[src/rtl/exc_pkg.sv]
package exc_pkg;

    localparam int NUM_SRC = 7;

    // status word bit positions
    localparam int SR_T = 5;
    localparam int SR_F = 6;
    localparam int SR_I = 7;

    // index equals priority rank (0 = highest)
    typedef enum logic [2:0] {
        SRC_RESET = 3'd0,
        SRC_DABT  = 3'd1,
        SRC_FIQ   = 3'd2,
        SRC_IRQ   = 3'd3,
        SRC_PABT  = 3'd4,
        SRC_UNDEF = 3'd5,
        SRC_SWI   = 3'd6
    } exc_src_e;

    typedef enum logic [4:0] {
        MODE_USR = 5'h10,
        MODE_FIQ = 5'h11,
        MODE_IRQ = 5'h12,
        MODE_SVC = 5'h13,
        MODE_ABT = 5'h17,
        MODE_UND = 5'h1B,
        MODE_SYS = 5'h1F
    } cpu_mode_e;

    typedef struct packed {
        logic     valid;
        exc_src_e src;
    } grant_t;

    function automatic logic [7:0] vec_offset(exc_src_e s);
        case (s)
            SRC_RESET: return 8'h00;
            SRC_UNDEF: return 8'h04;
            SRC_SWI:   return 8'h08;
            SRC_PABT:  return 8'h0C;
            SRC_DABT:  return 8'h10;
            SRC_IRQ:   return 8'h18;
            SRC_FIQ:   return 8'h1C;
            default:   return 8'h00;
        endcase
    endfunction

    function automatic cpu_mode_e target_mode(exc_src_e s);
        case (s)
            SRC_FIQ:            return MODE_FIQ;
            SRC_IRQ:            return MODE_IRQ;
            SRC_DABT, SRC_PABT: return MODE_ABT;
            SRC_UNDEF:          return MODE_UND;
            default:            return MODE_SVC;
        endcase
    endfunction

    function automatic logic [3:0] link_offset(exc_src_e s);
        return (s == SRC_DABT) ? 4'd8 : 4'd4;
    endfunction

    function automatic logic masks_fast(exc_src_e s);
        return (s == SRC_RESET) || (s == SRC_FIQ);
    endfunction

endpackage

[src/rtl/exc_arbiter.sv]
module exc_arbiter
    import exc_pkg::*;
(
    input  logic [NUM_SRC-1:0] req_raw,
    input  logic               mask_i,
    input  logic               mask_f,
    output grant_t             grant
);
    logic [NUM_SRC-1:0] req_eff;

    always_comb begin
        req_eff          = req_raw;
        req_eff[SRC_IRQ] = req_raw[SRC_IRQ] & ~mask_i;
        req_eff[SRC_FIQ] = req_raw[SRC_FIQ] & ~mask_f;
    end

    // scan from lowest rank upward so the highest rank assigns last
    always_comb begin
        grant.valid = 1'b0;
        grant.src   = SRC_RESET;
        for (int i = NUM_SRC - 1; i >= 0; i--) begin
            if (req_eff[i]) begin
                grant.valid = 1'b1;
                grant.src   = exc_src_e'(3'(i));
            end
        end
    end
endmodule

[src/rtl/exc_entry_gen.sv]
module exc_entry_gen
    import exc_pkg::*;
#(
    parameter int          DATA_W   = 32,
    parameter logic [31:0] VEC_BASE = 32'h0
) (
    input  exc_src_e          src,
    input  logic [DATA_W-1:0] sr_in,
    input  logic [DATA_W-1:0] pc_in,
    output logic [DATA_W-1:0] vector,
    output logic [4:0]        mode,
    output logic [DATA_W-1:0] link,
    output logic [DATA_W-1:0] new_sr
);
    localparam logic [DATA_W-1:0] BASE = DATA_W'(VEC_BASE);

    always_comb begin
        vector = BASE + DATA_W'(vec_offset(src));
        mode   = target_mode(src);
        link   = pc_in + DATA_W'(link_offset(src));
        new_sr          = sr_in;
        new_sr[4:0]     = target_mode(src);
        new_sr[SR_T]    = 1'b0;
        new_sr[SR_I]    = 1'b1;
        new_sr[SR_F]    = sr_in[SR_F] | masks_fast(src);
    end
endmodule

[src/rtl/exc_prioritizer.sv]
module exc_prioritizer
    import exc_pkg::*;
#(
    parameter int          DATA_W   = 32,
    parameter logic [31:0] VEC_BASE = 32'h0
) (
    input  logic              clk,
    input  logic              rst,
    input  logic              req_reset,
    input  logic              req_dabt,
    input  logic              req_fiq,
    input  logic              req_irq,
    input  logic              req_pabt,
    input  logic              req_undef,
    input  logic              req_swi,
    input  logic [DATA_W-1:0] cur_sr,
    input  logic [DATA_W-1:0] cur_pc,
    output logic              exc_take,
    output logic [DATA_W-1:0] exc_vector,
    output logic [4:0]        exc_mode,
    output logic [DATA_W-1:0] exc_link,
    output logic [DATA_W-1:0] exc_saved_sr,
    output logic [DATA_W-1:0] exc_new_sr
);
    logic [NUM_SRC-1:0] req_vec;
    grant_t             grant;
    logic [DATA_W-1:0]  nxt_vector, nxt_link, nxt_new_sr;
    logic [4:0]         nxt_mode;

    always_comb begin
        req_vec            = '0;
        req_vec[SRC_RESET] = req_reset;
        req_vec[SRC_DABT]  = req_dabt;
        req_vec[SRC_FIQ]   = req_fiq;
        req_vec[SRC_IRQ]   = req_irq;
        req_vec[SRC_PABT]  = req_pabt;
        req_vec[SRC_UNDEF] = req_undef;
        req_vec[SRC_SWI]   = req_swi;
    end

    exc_arbiter u_arb (
        .req_raw (req_vec),
        .mask_i  (cur_sr[SR_I]),
        .mask_f  (cur_sr[SR_F]),
        .grant   (grant)
    );

    exc_entry_gen #(
        .DATA_W   (DATA_W),
        .VEC_BASE (VEC_BASE)
    ) u_gen (
        .src    (grant.src),
        .sr_in  (cur_sr),
        .pc_in  (cur_pc),
        .vector (nxt_vector),
        .mode   (nxt_mode),
        .link   (nxt_link),
        .new_sr (nxt_new_sr)
    );

    always_ff @(posedge clk) begin
        if (rst) begin
            exc_take     <= 1'b0;
            exc_vector   <= '0;
            exc_mode     <= '0;
            exc_link     <= '0;
            exc_saved_sr <= '0;
            exc_new_sr   <= '0;
        end else begin
            exc_take     <= grant.valid;
            exc_vector   <= nxt_vector;
            exc_mode     <= nxt_mode;
            exc_link     <= nxt_link;
            exc_saved_sr <= cur_sr;
            exc_new_sr   <= nxt_new_sr;
        end
    end

    localparam logic [DATA_W-1:0] RSVD_VEC = DATA_W'(VEC_BASE) + DATA_W'(8'h14);

    AST_NO_RSVD_VECTOR: assert property (@(posedge clk) disable iff (rst)
        exc_take |-> exc_vector != RSVD_VEC);
    AST_RESET_WINS: assert property (@(posedge clk) disable iff (rst)
        (req_reset && !rst) |=> exc_take && exc_vector == DATA_W'(VEC_BASE));
    AST_IRQ_MASK: assert property (@(posedge clk) disable iff (rst)
        (exc_take && exc_mode == MODE_IRQ) |-> !$past(cur_sr[SR_I]));
    AST_FIQ_MASK: assert property (@(posedge clk) disable iff (rst)
        (exc_take && exc_mode == MODE_FIQ) |-> !$past(cur_sr[SR_F]));
    AST_SAVED_SR: assert property (@(posedge clk) disable iff (rst)
        exc_take |-> exc_saved_sr == $past(cur_sr));
    AST_ENTRY_BITS: assert property (@(posedge clk) disable iff (rst)
        exc_take |-> (exc_new_sr[SR_I] && !exc_new_sr[SR_T]
                      && exc_new_sr[4:0] == exc_mode));
endmodule

[config.mk]
export PLATFORM = sky130hd
export DESIGN_NAME = exc_prioritizer
export DESIGN_NICKNAME = d
export VERILOG_FILES = /design/src/rtl/exc_pkg.sv /design/src/rtl/exc_arbiter.sv /design/src/rtl/exc_entry_gen.sv /design/src/rtl/exc_prioritizer.sv
export SDC_FILE = /design/constraint.sdc
export NUM_CORES = 1
export LEC_CHECK = 0
export ABC_AREA = 1
export BUFFER_PORTS_ARGS = -buffer_cell sky130_fd_sc_hd__buf_2
export CAP_MARGIN = 20
export CORE_UTILIZATION = 32
export DETAILED_ROUTE_END_ITERATION = 10
export SLEW_MARGIN = 10
export SYNTH_ARGS = -nofsm -noshare
export SYNTH_HDL_FRONTEND = slang
export SYNTH_SLANG_ARGS = --single-unit
[constraint.sdc]
create_clock -name clk -period 4.1 [get_ports clk]
set_input_delay 0.205 -clock clk [delete_from_list [all_inputs] [get_ports clk]]
set_output_delay 0.205 -clock clk [all_outputs]
set_load 0.01 [all_outputs]
======== After elaboration in Yosys (flattened, before gate mapping) ========
Index checks and enable logic that the tools add are counted.
storage, ports and cells
  bits of input ports ..................... 73
  output and inout port bits .............. 134
  register bits ........................... 134
  logic and storage cells ................. 34
operators by class
  reduce and logical (&&, ||, !) cells .... 3
  multiplexer cells ....................... 11
  eq/ne operators ......................... 6
  add/subtract/negate cells ............... 1
  bitwise operators ....................... 5
operator list
  operator            number
  $add 32x4->32       1
  $mux 4              8
  $pmux 5 s6          1
  $pmux 4 s4          1
  $eq 3x3->1 const B  3
  $mux 8              1
  $eq 3x2->1 const B  2
  $eq 3x1->1 const B  1
  $logic_not 3->1     1
  $and 1x1->1         2
  $not 1->1           2
  $reduce_or 2->1     1
  $logic_or 1x1->1    1
  $or 1x1->1          1

======== Depth between registers and ports, before layout ========
  depth after elaboration ................. 11
  mapped depth ............................ 18
  mapped depth without buffers ............ 18

======== Modules after synthesis ========
A second synthesis with hierarchy kept.
unflattened totals
  cells, all modules ...................... 701
  area total of the unflattened synthesis .. 5391.4 um2
modules (own cells, without submodules)
  module           area an instance (um2)  sequential area each (um2)  instances  cells an instance
  exc_prioritizer  3832.4                  2682.6                      1          417
  exc_entry_gen    1472.7                  0.0                         1          265
  exc_arbiter      86.3                    0.0                         1          19

======== Worst setup path before layout ========
Ideal clock, no wire load.
  path kind ............................... input to register
  from .................................... input req_pabt
  to ...................................... register exc_link[26]
  path slack .............................. 1939 ps
  setup time .............................. 70 ps
  data arrival time ....................... 2091 ps
  buffers on the path ..................... 0
  stages on the path ...................... 15
  data required time ...................... 4030 ps
  cells stage by stage .................... nor2_1 -> nand2_1 -> nand3_1 -> nand2_1 -> nor2_1 -> inv_1 -> ha_1 -> fa_1 -> nand3_2 -> inv_2 -> nand2_1 -> inv_1 -> nand2_1 -> nand2_1 -> a21oi_1
on the way
  word-level cells in the longest chain between the ends .. 8
ends and longest elaborated chain
  element               line                   RTL
  from (decl)           exc_prioritizer.sv:13  input logic req_pabt,
  $mux 4 (5 in series)  exc_arbiter.sv:22      if (req_eff[i]) begin
  $eq 3x1->1            exc_pkg.sv:60          return (s == SRC_DABT) ? 4'd8 : 4'd4;
  $mux 4                exc_pkg.sv:60
  $add 32x4->32         exc_entry_gen.sv:20    link = pc_in + DATA_W'(link_offset(src));
  to (signal assigned)  exc_prioritizer.sv:73  exc_link <= nxt_link;
  to (decl)             exc_prioritizer.sv:21  output logic [DATA_W-1:0] exc_link,
No other way between the ends.
A chain may end at the register's enable or synchronous reset.

======== Worst setup path in the final report ========
Ends and elaborated chain as after synthesis.

==> metrics.md <==
| Metric | Value |
|---|---|
| Status | completed |
| Final ANT Viol Nets | 0 |
| Area Growth Syn to Fin | 26.3% |
| Largest net degree at the start of global routing | 34 |
| CTS tree | yes |
| Total power | 1.62 mW |
| Cells after DPL | 757 |
| Worst EP required | 4.37 ns |
| Setup tns final | 0 ns |
| Initial antenna violation count | 0 |
| Measured slew at the worst slew-check pin | approximately 0.61 ns |
| Max Cap Violations | 0 |
| GR Overflow Total | 0 |
| Number of setup violations in the final report | 0 |
| Initial DRC count | ~120 |
| Maximum VDD drop | between 0.0002 and 0.00025 V |
| Synth top area share | between 40% and 50% |
| Yosys cell types | 29 |
| Area contributors post-synth | dfxtp_1 44%, buf_4 13%, nand2_1 11%, nor2_1 9.6%, inv_1 8.0% |
| Io pins | around 210 |
| Final worst path period share | 53.8% |
| Final hold vios | 0 |
| First-pass GRT wire length | between 10000 and 15000 um |
| Final std cells w/o fill | 773 |
| Worst Hold Class | input port to flip-flop |
| Dpl ws | 1.58 ns |
| PwrDens | between 300 and 400 nW/um^2 |
| Commonest cells in the synthesized netlist | 100 x nand2_1, 88 x nor2_1, 75 x dfxtp_1 |
| Worst-path clk slew | around 0.090 ns |
| Clock root buffer | clkbuf_8 |
| Vias after detailed routing | ~3.2k |
| Post-synthesis register bit count | 75 |
| Final Cell Area | between 4000 and 5000 um^2 |
| Fmax | about 450 MHz |
| Register area share after synthesis | between 40% and 50% |
| Final max-slew violation count | 0 |
| Std cell rows | 37 |
| CTS sink count | 75 |
| GRT Resource Usage Total | ~17% |
| WHS | between 0.06 and 0.07 ns |
| Clock tree buffer depth | 2 |
| CTS buffer count | 9 |
| Number of synthesized flops with an enable pin | 0 |
| Yosys warning count | 0 |
| Wire per inst | about 12 um |
| Crit end category | flip-flop |
| PostCTS Resize Cnt | 0 |
| Minimum clock period | 2.21 ns |
| Post-DP HPWL | ~7300 um |
| Vias/cell | around 4.1 |
| H-tree levels | 3 |
| Final WS setup | roughly 1.9 ns |
| Core box area | 10400 um^2 |
| Port buffer count | around 180 |
| Drt drc | 0 |
| Ys flop type | dfxtp_1 |
| WL final | approximately 9100 um |
| Diode count | 0 |
| Crit path kind | input port to flip-flop |
| Placement Cell Area | between 4000 and 5000 um^2 |
| Crit start category | input port |
| Layout net count | 708 |
| Count leader, synth | nand2_1 |
| Die Ht | 106 um |
| Synth area leader | dfxtp_1 |
| Fill count | 1098 |
| Share of cells above drive strength 1 | between 30% and 40% |
| Pleak | between 2 and 2.5 nW |
| Ys async rst share | 0% |
| Mapped Area | between 3000 and 4000 um^2 |
| Die width | between 100 and 150 um |
| Crit-path max FO | 5 |
| Vias in the first global route | ~2.9k |
| Die area | 11200 um^2 |
| Utilization after layout | a little over two fifths |
| Cells after synthesis | approximately 480 |
| Postcts setup bufs | 0 |
| CP arrival | around 2.5 ns |
| Syn_area_per_cell | a little over 7 um^2 |
| Initial core utilization | 33.1% |
| Hold_buf cts | 0 |
| Slew headroom | between 50% and 60% |
| RSZ-0062 raised after global routing | no |
| Placer congestion estimate | about 0.84 |
| TritonRoute pass-1 iters | 4 |
[per-layer routing]
| metal | vias up | track usage (%) | routed length, um | share of wire (%) |
|---|---|---|---|---|
| li1 | 1654 | - | - | - |
| met1 | 1356 | 20.0 | 4030 | 44 |
| met2 | 152 | 28.6 | 4230 | 46 |
| met3 | 9 | 5.19 | 746 | 8.2 |
| met4 | 0 | 4.17 | 102 | 1.1 |
| met5 | - | 0 | 0 | 0 |
[final cells by class]
| cell class | count | area, um^2 | area share [%] |
|---|---|---|---|
| clock buffers | 10 | 138 | 3.17 |
| clock inverters | 6 | 72.6 | 1.67 |
| inverters | 75 | 283 | 6.52 |
| multi-input cells | 294 | 1290 | 29.6 |
| flip-flops and latches | 75 | 1500 | 34.6 |
| well taps | 136 | 170 | 3.92 |
| repair buffers | 177 | 888 | 20.5 |
[logic make-up after synthesis]
logic type      after synthesis  synth area share [%]
simple gates                222                  26.5
buf+inv                     142                  22.0
flops                        75                  43.7
compound gates               36                  5.54
xor+xnor                      3                 0.765
fa+ha+maj                     3                  1.31
other cells                   1                 0.109
[power by group]
group,switching (mW),internal (mW)
clock,0.290,0.303
sequential,0.0138,0.770
combinational,0.151,0.0941
total,0.456,1.17
[critical path, stage by stage]
cell	delay [ns]
buf_2	0.10
nor2_1	0.22
nand2_1	0.08
nand3_1	0.17
nand2_1	0.10
nor2_1	0.26
inv_1	0.08
ha_1	0.23
fa_1	0.42
nand3_2	0.14
inv_2	0.07
nand2_1	0.07
inv_1	0.08
nand2_1	0.07
nand2_1	0.05
a21oi_1	0.11
[worst paths after layout]
check | start | end | slack [ns] | cells past startpoint
max | req_pabt | exc_link[26] | 1.89 | 16
min | cur_sr[1] | exc_saved_sr[1] | 0.07 | 3
[flip-flops by register name, indices dropped and copies added, names as in the netlist]
| register | cells |
|---|---|
| exc_vector | 3 |
| exc_mode | 4 |
| exc_link | 32 |
| exc_saved_sr | 32 |
| exc_new_sr | 3 |
| exc_take | 1 |
[placed cells by master, fill, tap and decap left out]
cell type   Yosys  final
inv_6           0      1
dfxtp_1        75     75
clkinvlp_4      0      1
nand2_1       100    100
o21a_1          1      1
a21oi_1        22     22
inv_1          73     73
or2_0           1      1
o21ai_0         9      9
fa_1            1      1
xor2_1          3      3
nor2_1         88     88
nor2_2          4      4
clkbuf_8        0     10
clkinv_4        0      3
o22ai_1         1      1
clkinv_2        1      1
buf_2           1    176
nand2_4         1      1
a21boi_0        1      1
inv_2           1      1
nand3_2         2      2
nor2_4          1      1
buf_4          59      1
a31oi_1         1      1
nor3_1          1      1
nand3_1        18     18
o21bai_1        1      1
conb_1          1     30
ha_1            2      2
nand2_2         2      2
nand4_1         4      4
bufinv_16       0      1
(Power assumes the default switching activity.)
